### src/rtl/cfg_lut_ram_pkg.sv
package cfg_lut_ram_pkg;
  typedef enum logic {
    MODE_16X2 = 1'b0,
    MODE_32X1 = 1'b1
  } ram_mode_e;

  localparam int OREG_NONE = 0;
  localparam int OREG_SAME = 1;
  localparam int OREG_OPP  = 2;
endpackage

### src/rtl/cfg_lut_ram_route.sv
module cfg_lut_ram_route
  import cfg_lut_ram_pkg::*;
#(
  parameter int AW = 4
) (
  input  ram_mode_e        mode_i,
  input  logic [AW-1:0]    addr_f_i,
  input  logic [AW-1:0]    addr_g_i,
  input  logic             d0_i,
  input  logic             d1_i,
  input  logic             we_i,
  output logic             we_f_o,
  output logic             we_g_o,
  output logic [AW-1:0]    wa_f_o,
  output logic [AW-1:0]    wa_g_o,
  output logic             wd_f_o,
  output logic             wd_g_o,
  output logic [AW-1:0]    ra_f_o,
  output logic [AW-1:0]    ra_g_o
);
  logic wide;
  assign wide = (mode_i == MODE_32X1);

  // in wide mode d1 is the bank select (top address bit)
  assign we_f_o = we_i & (~wide | ~d1_i);
  assign we_g_o = we_i & (~wide |  d1_i);
  assign wa_f_o = addr_f_i;
  assign wa_g_o = wide ? addr_f_i : addr_g_i;
  assign wd_f_o = d0_i;
  assign wd_g_o = wide ? d0_i : d1_i;
  assign ra_f_o = addr_f_i;
  assign ra_g_o = wide ? addr_f_i : addr_g_i;
endmodule

### src/rtl/cfg_lut_ram_half.sv
module cfg_lut_ram_half #(
  parameter int                 AW      = 4,
  parameter bit                 WR_FALL = 1'b0,
  parameter logic [(1<<AW)-1:0] INIT    = '0
) (
  input  logic                  clk_i,
  input  logic                  rst_ni,
  input  logic                  we_i,
  input  logic [AW-1:0]         waddr_i,
  input  logic                  wdata_i,
  input  logic [AW-1:0]         raddr_i,
  output logic                  rdata_o,
  output logic [(1<<AW)-1:0]    bits_o
);
  localparam int DEPTH = 1 << AW;

  logic [DEPTH-1:0] cells_q, cells_d;

  always_comb begin
    cells_d = cells_q;
    if (we_i) cells_d[waddr_i] = wdata_i;
  end

  if (WR_FALL) begin : g_fall
    always_ff @(negedge clk_i or negedge rst_ni) begin
      if (!rst_ni) cells_q <= INIT;
      else         cells_q <= cells_d;
    end
  end else begin : g_rise
    always_ff @(posedge clk_i or negedge rst_ni) begin
      if (!rst_ni) cells_q <= INIT;
      else         cells_q <= cells_d;
    end
  end

  assign rdata_o = cells_q[raddr_i];
  assign bits_o  = cells_q;
endmodule

### src/rtl/cfg_lut_ram_oreg.sv
module cfg_lut_ram_oreg #(
  parameter int W         = 3,
  parameter int OREG_MODE = 1,
  parameter bit CAP_FALL  = 1'b0
) (
  input  logic         clk_i,
  input  logic         rst_ni,
  input  logic [W-1:0] d_i,
  output logic [W-1:0] q_o
);
  if (OREG_MODE == 0) begin : g_bypass
    assign q_o = d_i;
  end else if (CAP_FALL) begin : g_fall
    always_ff @(negedge clk_i or negedge rst_ni) begin
      if (!rst_ni) q_o <= '0;
      else         q_o <= d_i;
    end
  end else begin : g_rise
    always_ff @(posedge clk_i or negedge rst_ni) begin
      if (!rst_ni) q_o <= '0;
      else         q_o <= d_i;
    end
  end
endmodule

### src/rtl/cfg_lut_ram.sv
module cfg_lut_ram
  import cfg_lut_ram_pkg::*;
#(
  parameter int                 AW        = 4,
  parameter bit                 WR_FALL   = 1'b0,
  parameter int                 OREG_MODE = OREG_SAME,
  parameter logic [(1<<AW)-1:0] INIT_F    = '0,
  parameter logic [(1<<AW)-1:0] INIT_G    = '0
) (
  input  logic          clk_i,
  input  logic          rst_ni,
  input  logic          mode_i,
  input  logic [AW-1:0] addr_f_i,
  input  logic [AW-1:0] addr_g_i,
  input  logic          d0_i,
  input  logic          d1_i,
  input  logic          we_i,
  output logic          f_o,
  output logic          g_o,
  output logic          h_o,
  output logic          f_q_o,
  output logic          g_q_o,
  output logic          h_q_o
);
  localparam int DEPTH    = 1 << AW;
  localparam bit REG_FALL = (OREG_MODE == OREG_OPP) ? !WR_FALL : WR_FALL;

  logic             we_f, we_g, wd_f, wd_g;
  logic [AW-1:0]    wa_f, wa_g, ra_f, ra_g;
  logic [DEPTH-1:0] bits_f, bits_g;

  cfg_lut_ram_route #(.AW(AW)) u_route (
    .mode_i   (ram_mode_e'(mode_i)),
    .addr_f_i (addr_f_i),
    .addr_g_i (addr_g_i),
    .d0_i     (d0_i),
    .d1_i     (d1_i),
    .we_i     (we_i),
    .we_f_o   (we_f),
    .we_g_o   (we_g),
    .wa_f_o   (wa_f),
    .wa_g_o   (wa_g),
    .wd_f_o   (wd_f),
    .wd_g_o   (wd_g),
    .ra_f_o   (ra_f),
    .ra_g_o   (ra_g)
  );

  cfg_lut_ram_half #(.AW(AW), .WR_FALL(WR_FALL), .INIT(INIT_F)) u_bank_f (
    .clk_i   (clk_i),
    .rst_ni  (rst_ni),
    .we_i    (we_f),
    .waddr_i (wa_f),
    .wdata_i (wd_f),
    .raddr_i (ra_f),
    .rdata_o (f_o),
    .bits_o  (bits_f)
  );

  cfg_lut_ram_half #(.AW(AW), .WR_FALL(WR_FALL), .INIT(INIT_G)) u_bank_g (
    .clk_i   (clk_i),
    .rst_ni  (rst_ni),
    .we_i    (we_g),
    .waddr_i (wa_g),
    .wdata_i (wd_g),
    .raddr_i (ra_g),
    .rdata_o (g_o),
    .bits_o  (bits_g)
  );

  // combining stage: 2:1 mux, in wide mode the 32-word read
  assign h_o = d1_i ? g_o : f_o;

  cfg_lut_ram_oreg #(.W(3), .OREG_MODE(OREG_MODE), .CAP_FALL(REG_FALL)) u_oreg (
    .clk_i  (clk_i),
    .rst_ni (rst_ni),
    .d_i    ({f_o, g_o, h_o}),
    .q_o    ({f_q_o, g_q_o, h_q_o})
  );
endmodule

### config.mk
export PLATFORM = sky130hd
export DESIGN_NAME = cfg_lut_ram
export DESIGN_NICKNAME = d
export VERILOG_FILES = /design/src/rtl/cfg_lut_ram_pkg.sv /design/src/rtl/cfg_lut_ram_route.sv /design/src/rtl/cfg_lut_ram_half.sv /design/src/rtl/cfg_lut_ram_oreg.sv /design/src/rtl/cfg_lut_ram.sv
export SDC_FILE = /design/constraint.sdc
export NUM_CORES = 1
export LEC_CHECK = 0
export BUFFER_PORTS_ARGS = -buffer_cell sky130_fd_sc_hd__buf_2
export CORE_ASPECT_RATIO = 0.9
export CORE_MARGIN = 2
export CORE_UTILIZATION = 65
export CTS_BUF_LIST = sky130_fd_sc_hd__clkbuf_4 sky130_fd_sc_hd__clkbuf_8
export DETAILED_ROUTE_END_ITERATION = 6
export HOLD_SLACK_MARGIN = 0.15
export PLACE_DENSITY = 0.87
export SLEW_MARGIN = 10
export SYNTH_ARGS = -nofsm -noshare
export SYNTH_HDL_FRONTEND = slang
export SYNTH_SLANG_ARGS = --single-unit
### constraint.sdc
create_clock -name clk_i -period 4.45 [get_ports clk_i]
set_input_delay 1.1125 -clock clk_i [delete_from_list [all_inputs] [get_ports clk_i]]
set_output_delay 1.1125 -clock clk_i [all_outputs]
set_load 0.01 [all_outputs]
==> reports/results.ini, run 1 <==
[worst_setup_path]
cp_top_family=multiplexers
cp_slowest_cell=mux4_1
cpPeakStageDelay_ps=590
ff2ff_setup_slack_ps=2640
r2r_cells=3
crit_required_ps=3340
crit_fanout=13
crit_top_cell=buf_2
timing.rr.start=u_bank_f.bits_o[10]
crit_path_start_kind=primary input
crit_type=in -> out
r2r_end=u_oreg.q_o[0]
critPathBufInv=2
end_kind=output pin
crit_chain=buf_2, mux4_1, mux4_2, mux2_2, buf_2
cp.arrival_ps=2870

[finish]
insertedDiodeCount=0
multiInputGateArea_sq_um=991
drive_above_1_share_pct=32.7
layout_common_cells=dfrtp_1 (35), mux2_2 (34), nand2_1 (32), buf_2 (19), o21ai_0 (18)
areaGrowthSynthToFinish_pct=8.84
layout_commonest_cell=dfrtp_1
regArea_sq_um=876
layout.nets=209
fillers=203

[clocking]
cts_hold_repair.buffers=0
cts-root-buf=clkbuf_4
cts_made_buffers=5
insertion_delay_ps=350
cts.sinks=35
cts_tree=built
clockBufferDepth=2
ctsResizeCount=0
clkTransAtPathRegs_ps=100
cts_setup_buffers=0
htreeDepth=2

[global_route]
grt_pass1_wl_mm=7.27
grt_pass1_vias=1480
antenna_found_initial=0
grt_usage_pct=29.2
grt.overflow.total=0
grt_max_degree=36

[drt]
dr_wl_met2_mm=1.91
avgRoutedWirePerCell_microns=18.2
wl_mm=4.29
highest_layer=met4
dr_wl_met3_microns=501
drtAntennaViolNets=0
drt-met1-wl_mm=1.86
num_vias=1477
viasPerCell=6.26
dr.first_iter.drc_count=108
first_pass_iters=5
route.detailed.drc=0

[place]
hpwl_mm=3.12
io_buffers=19
gp_congestion=0.979

[synthesis]
syn_nets=190
synth.avg_cell_area_sq_um=10.9
synth_area_sq_um=1910
netlist_instances=176
ys_warn_count=0
synthDistinctLibCells=28
synth_seq_cells=35
yosysSeqAreaShare_pct=45.8

[die]
start_util_pct=69.0
coreArea_sq_um=2770
die_h_microns=55.5
die_area_sq_um=3390
die_width_microns=61.2
pin_count=20
rows=18

[status]
status=finished clean

[timing]
hold_viol_final=0
drv_slew=0
min_period_ps=3980
worst_pin_slew_ps=758
slew_headroom_pct=49.5
clock.fmax_mhz=251
rsz0062_at_grt=no
finalCritPeriodShare_pct=89.4
final.setup.tns_ps=0
setup_violations=0
fin_worst_skew_ps=15.3

[pwr]
report.power.total_mw=0.823
max-vdd-ir-drop_uv=314
p_leak_nw=0.910
power_per_cell_area_nw_per_um2=396

[hold_path]
worstHoldStart=u_bank_g.bits_o[13]
hold_path_class=reg -> reg
holdPathStages=1
worstHoldEndpoint=u_bank_g.bits_o[13]

[run]
max-cap-violations=0

[state kept, by name (all words and copies together), names as in the netlist]
| signal | count |
|---|---|
| u_bank_g.bits_o | 16 |
| u_bank_f.bits_o | 16 |
| u_oreg.q_o | 3 |
[routing by layer]
layer	vias to the layer above	GRT usage, %
met2	85	37.2
met4	0	11.5
li1	677	-
met5	-	0
met1	713	46.0
met3	2	8.67
[worst register-to-register path, stage by stage, from the launching register on]
cell and delay (ps):
dfrtp_1 400, mux4_1 500, mux4_2 500, mux2_2 290
[final cells by class]
class,instances,area share [%]
clock buffers,7,2.53
clock inverters,1,0.241
well taps,40,2.41
flip-flops and latches,35,42.1
inverters,1,0.180
multi-input cells,132,47.6
repair buffers,20,4.93
[power by group]
| group | switching [mW] | internal (mW) | leakage, nW |
|---|---|---|---|
| Combinational | 0.0881 | 0.108 | 0.436 |
| Clock | 0.107 | 0.0737 | 0.0361 |
| Sequential | 0.0453 | 0.401 | 0.437 |
| Total | 0.240 | 0.583 | 0.910 |
[cells in the mapped netlist (all sizes together)]
library cell	n	area, sq um
and3b	3	26.3
nor2	8	30.0
nor3b	3	22.5
a21o	1	7.51
nand2b	2	12.5
dfrtp	35	876
nand3	5	25.0
mux4	5	124
mux2	34	383
a22o	1	8.76
nor2b	2	12.5
clkbuf	4	15.0
buf	4	26.3
o21ai	18	90.1
a41oi	3	26.3
a22oi	1	7.51
nand2	32	120
a2bb2oi	1	8.76
o21a	4	30.0
or2b	1	7.51
a2111o	1	11.3
nand4	1	6.26
a21oi	1	5.00
nor3	4	20.0
and3	1	6.26
inv	1	3.75
[stage by stage]
stage               std cells  setup slack, ps  cell area, sq um  util, %  hold slack [ps]
floorplan                 176              806              1910        -              470
global placement          228              525              2020     73.0              483
detailed placement        228              474              2020     73.0              487
CTS                       236              475              2080     75.1              510
global route              236              356              2080     75.1              526
finish                    236              471              2080     75.1              509
[worst max path at each step]
stage	from	end	slack [ps]	cells past startpoint
floorplan	addr_f_i[0]	h_o	810	4
global placement	addr_f_i[0]	h_o	530	5
detailed placement	addr_f_i[0]	h_o	470	5
CTS	addr_f_i[0]	h_o	470	5
global route	mode_i	h_o	360	7
finish	addr_f_i[0]	h_o	470	5
[cells by family after synthesis]
family / Yosys count / synth area share, %
flops: 35 / 45.8
mux: 39 / 26.5
simple gates: 62 / 15.1
compound gates: 31 / 10.2
buf+inv: 9 / 2.36
(Power assumes the default switching activity.)
==> run 2, diff against run 1 <==
Settings changed: ABC_AREA from default to 1.
==> run 2 against run 1 <==
Net effect:
- sequential share of layout area grew 0.93 points
- flip-flop and latch count did not move
- total power up 7.9%
- via count rose by 17%
- non-clock buffer count is the same
- critical endpoint unchanged
- largest power group unchanged
==> reports/results.ini, run 2 <==
[drt]
wl_mm=4.13  ; -3.7%
first_pass_iters=5  ; unchanged
drtAntennaViolNets=0  ; unchanged
route.detailed.drc=0  ; unchanged
num_vias=1728  ; +17%
avgRoutedWirePerCell_microns=14.5  ; -20%
dr.first_iter.drc_count=192  ; +78%
viasPerCell=6.06  ; -3.1%

[clocking]
cts_hold_repair.buffers=0  ; unchanged
clkTransAtPathRegs_ps=100  ; about the same
cts_tree=built
ctsResizeCount=0  ; unchanged
cts_setup_buffers=0  ; unchanged
cts-root-buf=clkbuf_4
htreeDepth=2  ; unchanged
cts_made_buffers=5  ; unchanged
insertion_delay_ps=350  ; about the same
cts.sinks=35  ; unchanged
clockBufferDepth=2  ; unchanged

[worst_setup_path]
crit_top_cell=nand2_1
crit_required_ps=3340  ; about the same
cp_top_family=compound AO/OA/AOI/OAI gates
cp_slowest_cell=o21ai_2
end_kind=output pin
crit_type=in -> out
critPathBufInv=3  ; +1
crit_chain=buf_2, o21ai_2, inv_4, nand2_1, nand2_1, nand2_1, nand2_1, o21ai_0, nand2_1, buf_2
crit_path_start_kind=primary input
cp.arrival_ps=2490  ; -380 ps
crit_fanout=11  ; -2
cpPeakStageDelay_ps=440  ; -150 ps

[synthesis]
synth_compound_area_share_pct=24.6  ; +14 points
synthTopCellsByCount=nand2_1 (61), dfrtp_1 (35), a21oi_1 (31), a31oi_1 (31), inv_1 (11)
synth_xor_area_share_pct=0  ; unchanged
synth_seq_cells=35  ; unchanged
synth_mux_area_share_pct=0  ; -27 points
yosysSeqAreaShare_pct=47.5  ; +1.7 points
synth_top_cell_by_area=dfrtp_1
syn_nets=234  ; +23%
synth-adder-area-share_pct=0  ; unchanged
netlist_instances=220  ; +25%
synth_area_sq_um=1840  ; -3.5%
synth_async_sr_flop_share_pct=100  ; unchanged
ys_warn_count=0  ; unchanged
synth.most_common_cell=nand2_1
synth.avg_cell_area_sq_um=8.38  ; -23%
synth_top_family_by_area=compound AO/OA/AOI/OAI gates
synthDistinctLibCells=22  ; -21%
synthFlopType=dfrtp_1
synth_top_area_share_pct=47.5  ; +1.7 points
synthTopCellsByArea=dfrtp_1 (47%), nand2_1 (12%), a31oi_1 (11%)
synth-simple-area-share_pct=23.9  ; +8.8 points
synth_edf_count=0  ; unchanged

[global_route]
grt_max_degree=36  ; unchanged
grt.overflow.total=0  ; unchanged
grt_pass1_wl_mm=6.68  ; -8.2%
grt_usage_pct=28.7  ; -0.45 points
antenna_found_initial=0  ; unchanged
grt_pass1_vias=1428  ; -3.5%

[timing]
hold_viol_final=0  ; unchanged
rsz0062_at_grt=no
worst_pin_slew_ps=1080  ; +325 ps
layout_setup_ws_ps=851  ; +380 ps
whs_ps=510  ; +1.10 ps
slew_headroom_pct=27.3  ; -22 points
finalCritPeriodShare_pct=80.9  ; -8.5 points
final.setup.tns_ps=0  ; unchanged
fin_worst_skew_ps=6.24  ; -9.10 ps
min_period_ps=3600  ; -380 ps
setup_violations=0  ; unchanged
clock.fmax_mhz=278  ; +11%
drv_slew=0  ; unchanged

[pwr]
pwr-share-clk_pct=20.1  ; -1.9 points
comb_power_share_pct=27.7  ; +3.9 points
sequentialPowerShare_pct=52.2  ; -2.0 points
power_per_cell_area_nw_per_um2=436  ; +10%
switchingPower_mw=0.305  ; +27%
p_sw_share_pct=34.3  ; +5.1 points
p_leak_nw=0.974  ; +7.1%
p_int_mw=0.584  ; +0.11%
report.power.total_mw=0.889  ; +7.9%
max-vdd-ir-drop_uv=306  ; -2.5%

[die]
die_h_microns=54.5  ; -1.7%
start_util_pct=67.7  ; -1.3 points
coreArea_sq_um=2730  ; -1.6%
die_width_microns=60.1  ; -1.7%
pin_count=20  ; unchanged
die_area_sq_um=3280  ; -3.3%
rows=18  ; unchanged

[finish]
drive_above_1_share_pct=19.2  ; -13 points
final_core_util_pct=74.7  ; -0.41 points
areaGrowthSynthToFinish_pct=10.4
final_cells=285  ; +21%
layout_common_cells=nand2_1 (61), dfrtp_1 (35), a21oi_1 (31), a31oi_1 (31), buf_2 (19)
insertedDiodeCount=0  ; unchanged
layout_commonest_cell=nand2_1
stdcell_area_sq_um=2040  ; -2.2%
layout.nets=258  ; +23%
fillers=203  ; unchanged

[place]
dpl_cell_area_sq_um=1980  ; -2.2%
gp_congestion=0.934  ; -4.5%
hpwl_mm=3.00  ; -3.9%
post-place-ws_ps=851  ; +377 ps
place_inst=277  ; +21%
io_buffers=19  ; unchanged

[status]
status=finished clean

[run]
max-cap-violations=0  ; unchanged

[hold_path]
hold_path_class=reg -> reg

run 2: cell families after synthesis:
logic type,after synthesis
AND/OR/NAND/NOR,91
AO/OA/AOI/OAI,77
flip-flops,35
buffers and inverters,17
run 2: path summary, 6_finish.rpt:
check	to	cells after the start	from	slack [ps]
setup reg to reg	u_oreg.q_o[0]	6	u_bank_f.bits_o[4]	3220
max in group asynchronous	u_bank_g.bits_o[0]	1	rst_ni	3150
min in group asynchronous	u_bank_f.bits_o[3]	1	rst_ni	810
hold / removal	u_bank_f.bits_o[0]	2	u_bank_f.bits_o[0]	510
hold reg to reg	u_bank_f.bits_o[0]	2	u_bank_f.bits_o[0]	510
setup / recovery	h_o	10	mode_i	850
run 2: tightest hold or removal path, stage by stage, from the launching register on:
cell	delay, ps
dfrtp_1	360
nand2_1	50
o21ai_0	60
run 2: final cells by class:
type                            count  area [sq um]  share of cell area, %
Clock inverter                      1          5.00                  0.246
Sequential cell                    35           876                   43.0
Timing Repair Buffer               20           103                   5.04
Tap cell                           40          50.0                   2.46
Clock buffer                        7          52.6                   2.58
Multi-Input combinational cell    168           895                   43.9
Inverter                           14          55.1                   2.70
run 2: power groups by stage:
stage / Clock [mW] / Sequential [mW] / Combinational, mW
detailed placement: 0 / 0.469 / 0.245
CTS: 0.179 / 0.463 / 0.246
global route: 0.196 / 0.475 / 0.284
finish: 0.179 / 0.464 / 0.246
global placement: 0 / 0.467 / 0.237
floorplan: 0 / 0.458 / 0.180
run 2: routing by layer:
| layer | track usage, % | up-vias | part of all wire (%) |
|---|---|---|---|
| met4 | 13.0 | 0 | 0.82 |
| met5 | 0 | - | 0 |
| met1 | 45.0 | 813 | 48 |
| li1 | - | 832 | - |
| met3 | 6.38 | 5 | 8.8 |
| met2 | 37.1 | 78 | 42 |
==> run 3, diff against run 2 <==
Settings changed: CORE_UTILIZATION 65 to 54, PLACE_DENSITY 0.87 to 0.77.
Clock period 4.45 ns to 3.3 ns, I/O delays scaled along.
==> run 3 against run 2 <==
Net effect:
- total power grew 44%
- routed wire length grew 6.0%
- sequential share of layout area shrank 1.7 points
- flip-flop and latch count is the same
- register-to-register slack lost 1200 ps
- utilization shrank 11 points
- critical path depth grew 3
- via count shrank 1.9%
- sequential power grew 36%
- first-iteration DRC count shrank 8.9%
- non-clock buffer count grew 6
- setup slack lost 560 ps
==> reports/results.ini, run 3 (synthesis gave the netlist of run 2 again) <==
[timing]
fin_worst_skew_ps=4.21  ; -2.03 ps
worst_pin_slew_ps=1160  ; +80.0 ps
clock.fmax_mhz=333
rsz0062_at_grt=no
min_period_ps=3000
drv_slew=0  ; unchanged
slew_headroom_pct=21.9  ; -5.4 points
hold_viol_final=0  ; unchanged
finalCritPeriodShare_pct=91.0
setup_violations=0  ; unchanged
layout_setup_ws_ps=295  ; -555 ps
final.setup.tns_ps=0  ; unchanged
whs_ps=538  ; +27.3 ps

[die]
start_util_pct=55.4  ; -12 points
die_area_sq_um=3900  ; +19%
rows=20  ; +2
die_h_microns=59.4  ; +9.0%
die_width_microns=65.6  ; +9.1%
pin_count=20  ; unchanged
coreArea_sq_um=3330  ; +22%

[finish]
layout_commonest_cell=nand2_1
areaGrowthSynthToFinish_pct=14.8
final_cells=295  ; +3.5%
stdcell_area_sq_um=2120  ; +4.0%
fillers=288  ; +42%
insertedDiodeCount=0  ; unchanged
layout_common_cells=nand2_1 (61), dfrtp_1 (35), a21oi_1 (31), a31oi_1 (31), buf_2 (19)
layout.nets=264  ; +2.3%
final_core_util_pct=63.6  ; -11 points
drive_above_1_share_pct=21.1  ; +1.9 points

[clocking]
cts_setup_buffers=0  ; unchanged
cts_hold_repair.buffers=0  ; unchanged
ctsResizeCount=0  ; unchanged
cts.sinks=35  ; unchanged
cts-root-buf=clkbuf_8
cts_tree=built
cts_made_buffers=5  ; unchanged
clkTransAtPathRegs_ps=70  ; -30 ps
insertion_delay_ps=290  ; -60 ps
htreeDepth=2  ; unchanged
clockBufferDepth=2  ; unchanged

[place]
post-place-ws_ps=283  ; -568 ps
place_inst=287  ; +3.6%
dpl_cell_area_sq_um=2030  ; +2.5%
hpwl_mm=3.25  ; +8.5%
gp_congestion=1.00  ; +7.0%
io_buffers=19  ; unchanged

[worst_setup_path]
cpPeakStageDelay_ps=220  ; -220 ps
crit_fanout=11  ; unchanged
end_kind=output pin
cp_top_family=simple AND/OR/NAND/NOR gates
ff2ff_setup_slack_ps=2050  ; -1170 ps
critPathBufInv=3  ; unchanged
cp_slowest_cell=buf_2
cp.arrival_ps=2180  ; -310 ps
crit_path_start_kind=primary input
crit_chain=buf_2, inv_2, nand2_1, nand2_2, nand2_1, nand2_1, nand2_1, nand2_1, nand2_1, nand2_1, o21ai_0, nand2_1, buf_2
crit_required_ps=2470  ; -870 ps
crit_type=in -> out
crit_top_cell=nand2_1

[pwr]
report.power.total_mw=1.28  ; +44%
power_per_cell_area_nw_per_um2=604  ; +38%
max-vdd-ir-drop_uv=354  ; +16%
p_leak_nw=1.01  ; +3.6%

[status]
status=finished clean

[drt]
first_pass_iters=4  ; -1
drtAntennaViolNets=0  ; unchanged
num_vias=1696  ; -1.9%
dr.first_iter.drc_count=175  ; -8.9%
viasPerCell=5.75  ; -5.2%
avgRoutedWirePerCell_microns=14.9  ; +2.4%
wl_mm=4.38  ; +6.0%
route.detailed.drc=0  ; unchanged

[global_route]
grt_pass1_wl_mm=7.39  ; +11%
antenna_found_initial=0  ; unchanged
grt_pass1_vias=1534  ; +7.4%
grt.overflow.total=0  ; unchanged
grt_max_degree=36  ; unchanged
grt_usage_pct=25.5  ; -3.2 points

[hold_path]
hold_path_class=reg -> reg

[run]
max-cap-violations=0  ; unchanged

[run 3: changes by cell type in the layout (fill, tap and decap cells not counted)]
cell / before / now
clkbuf_8: 0 / 5
buf_4: 1 / 7
clkinvlp_4: 0 / 2
clkbuf_4: 7 / 0
[run 3: worst paths after layout]
check	start	endpoint	cells past startpoint
worst max-delay path	mode_i	h_o	13
worst min-delay path	u_bank_f.bits_o[0]	u_bank_f.bits_o[0]	2
worst max register to register	u_bank_f.bits_o[12]	u_oreg.q_o[0]	6
worst min register to register	u_bank_f.bits_o[0]	u_bank_f.bits_o[0]	2
max in group asynchronous	rst_ni	u_bank_f.bits_o[14]	1
min in group asynchronous	rst_ni	u_bank_f.bits_o[1]	1
[run 3: tightest hold or removal path: cells and delay by family (launching register included)]
family           cells  cell delay (ps)
flip-flops           1              360
AO/OA/AOI/OAI        1               80
AND/OR/NAND/NOR      1               50
[run 3: area by class of cell]
type	instances	area, sq um	share of cell area [%]
tap	44	55.1	2.60
multi-input combinational	168	895	42.3
inverter	14	55.1	2.60
timing repair buffer	26	148	6.97
clock buffer	5	68.8	3.25
sequential	35	876	41.4
clock inverter	3	20.0	0.946
[run 3: per-layer routing]
layer / GRT usage, % / share of wire, % / vias to the layer above
li1: - / - / 849
met1: 37.2 / 46 / 772
met2: 36.7 / 44 / 70
met3: 7.60 / 9.5 / 5
met4: 7.74 / 1.2 / 0
met5: 0 / 0 / -
[run 3: where the power goes]
part	total (mW)	internal, mW	leakage [nW]	switching (mW)
clock	0.309	0.147	0.0402	0.162
sequential	0.630	0.556	0.407	0.0733
combinational	0.340	0.139	0.562	0.201
total	1.28	0.842	1.01	0.437
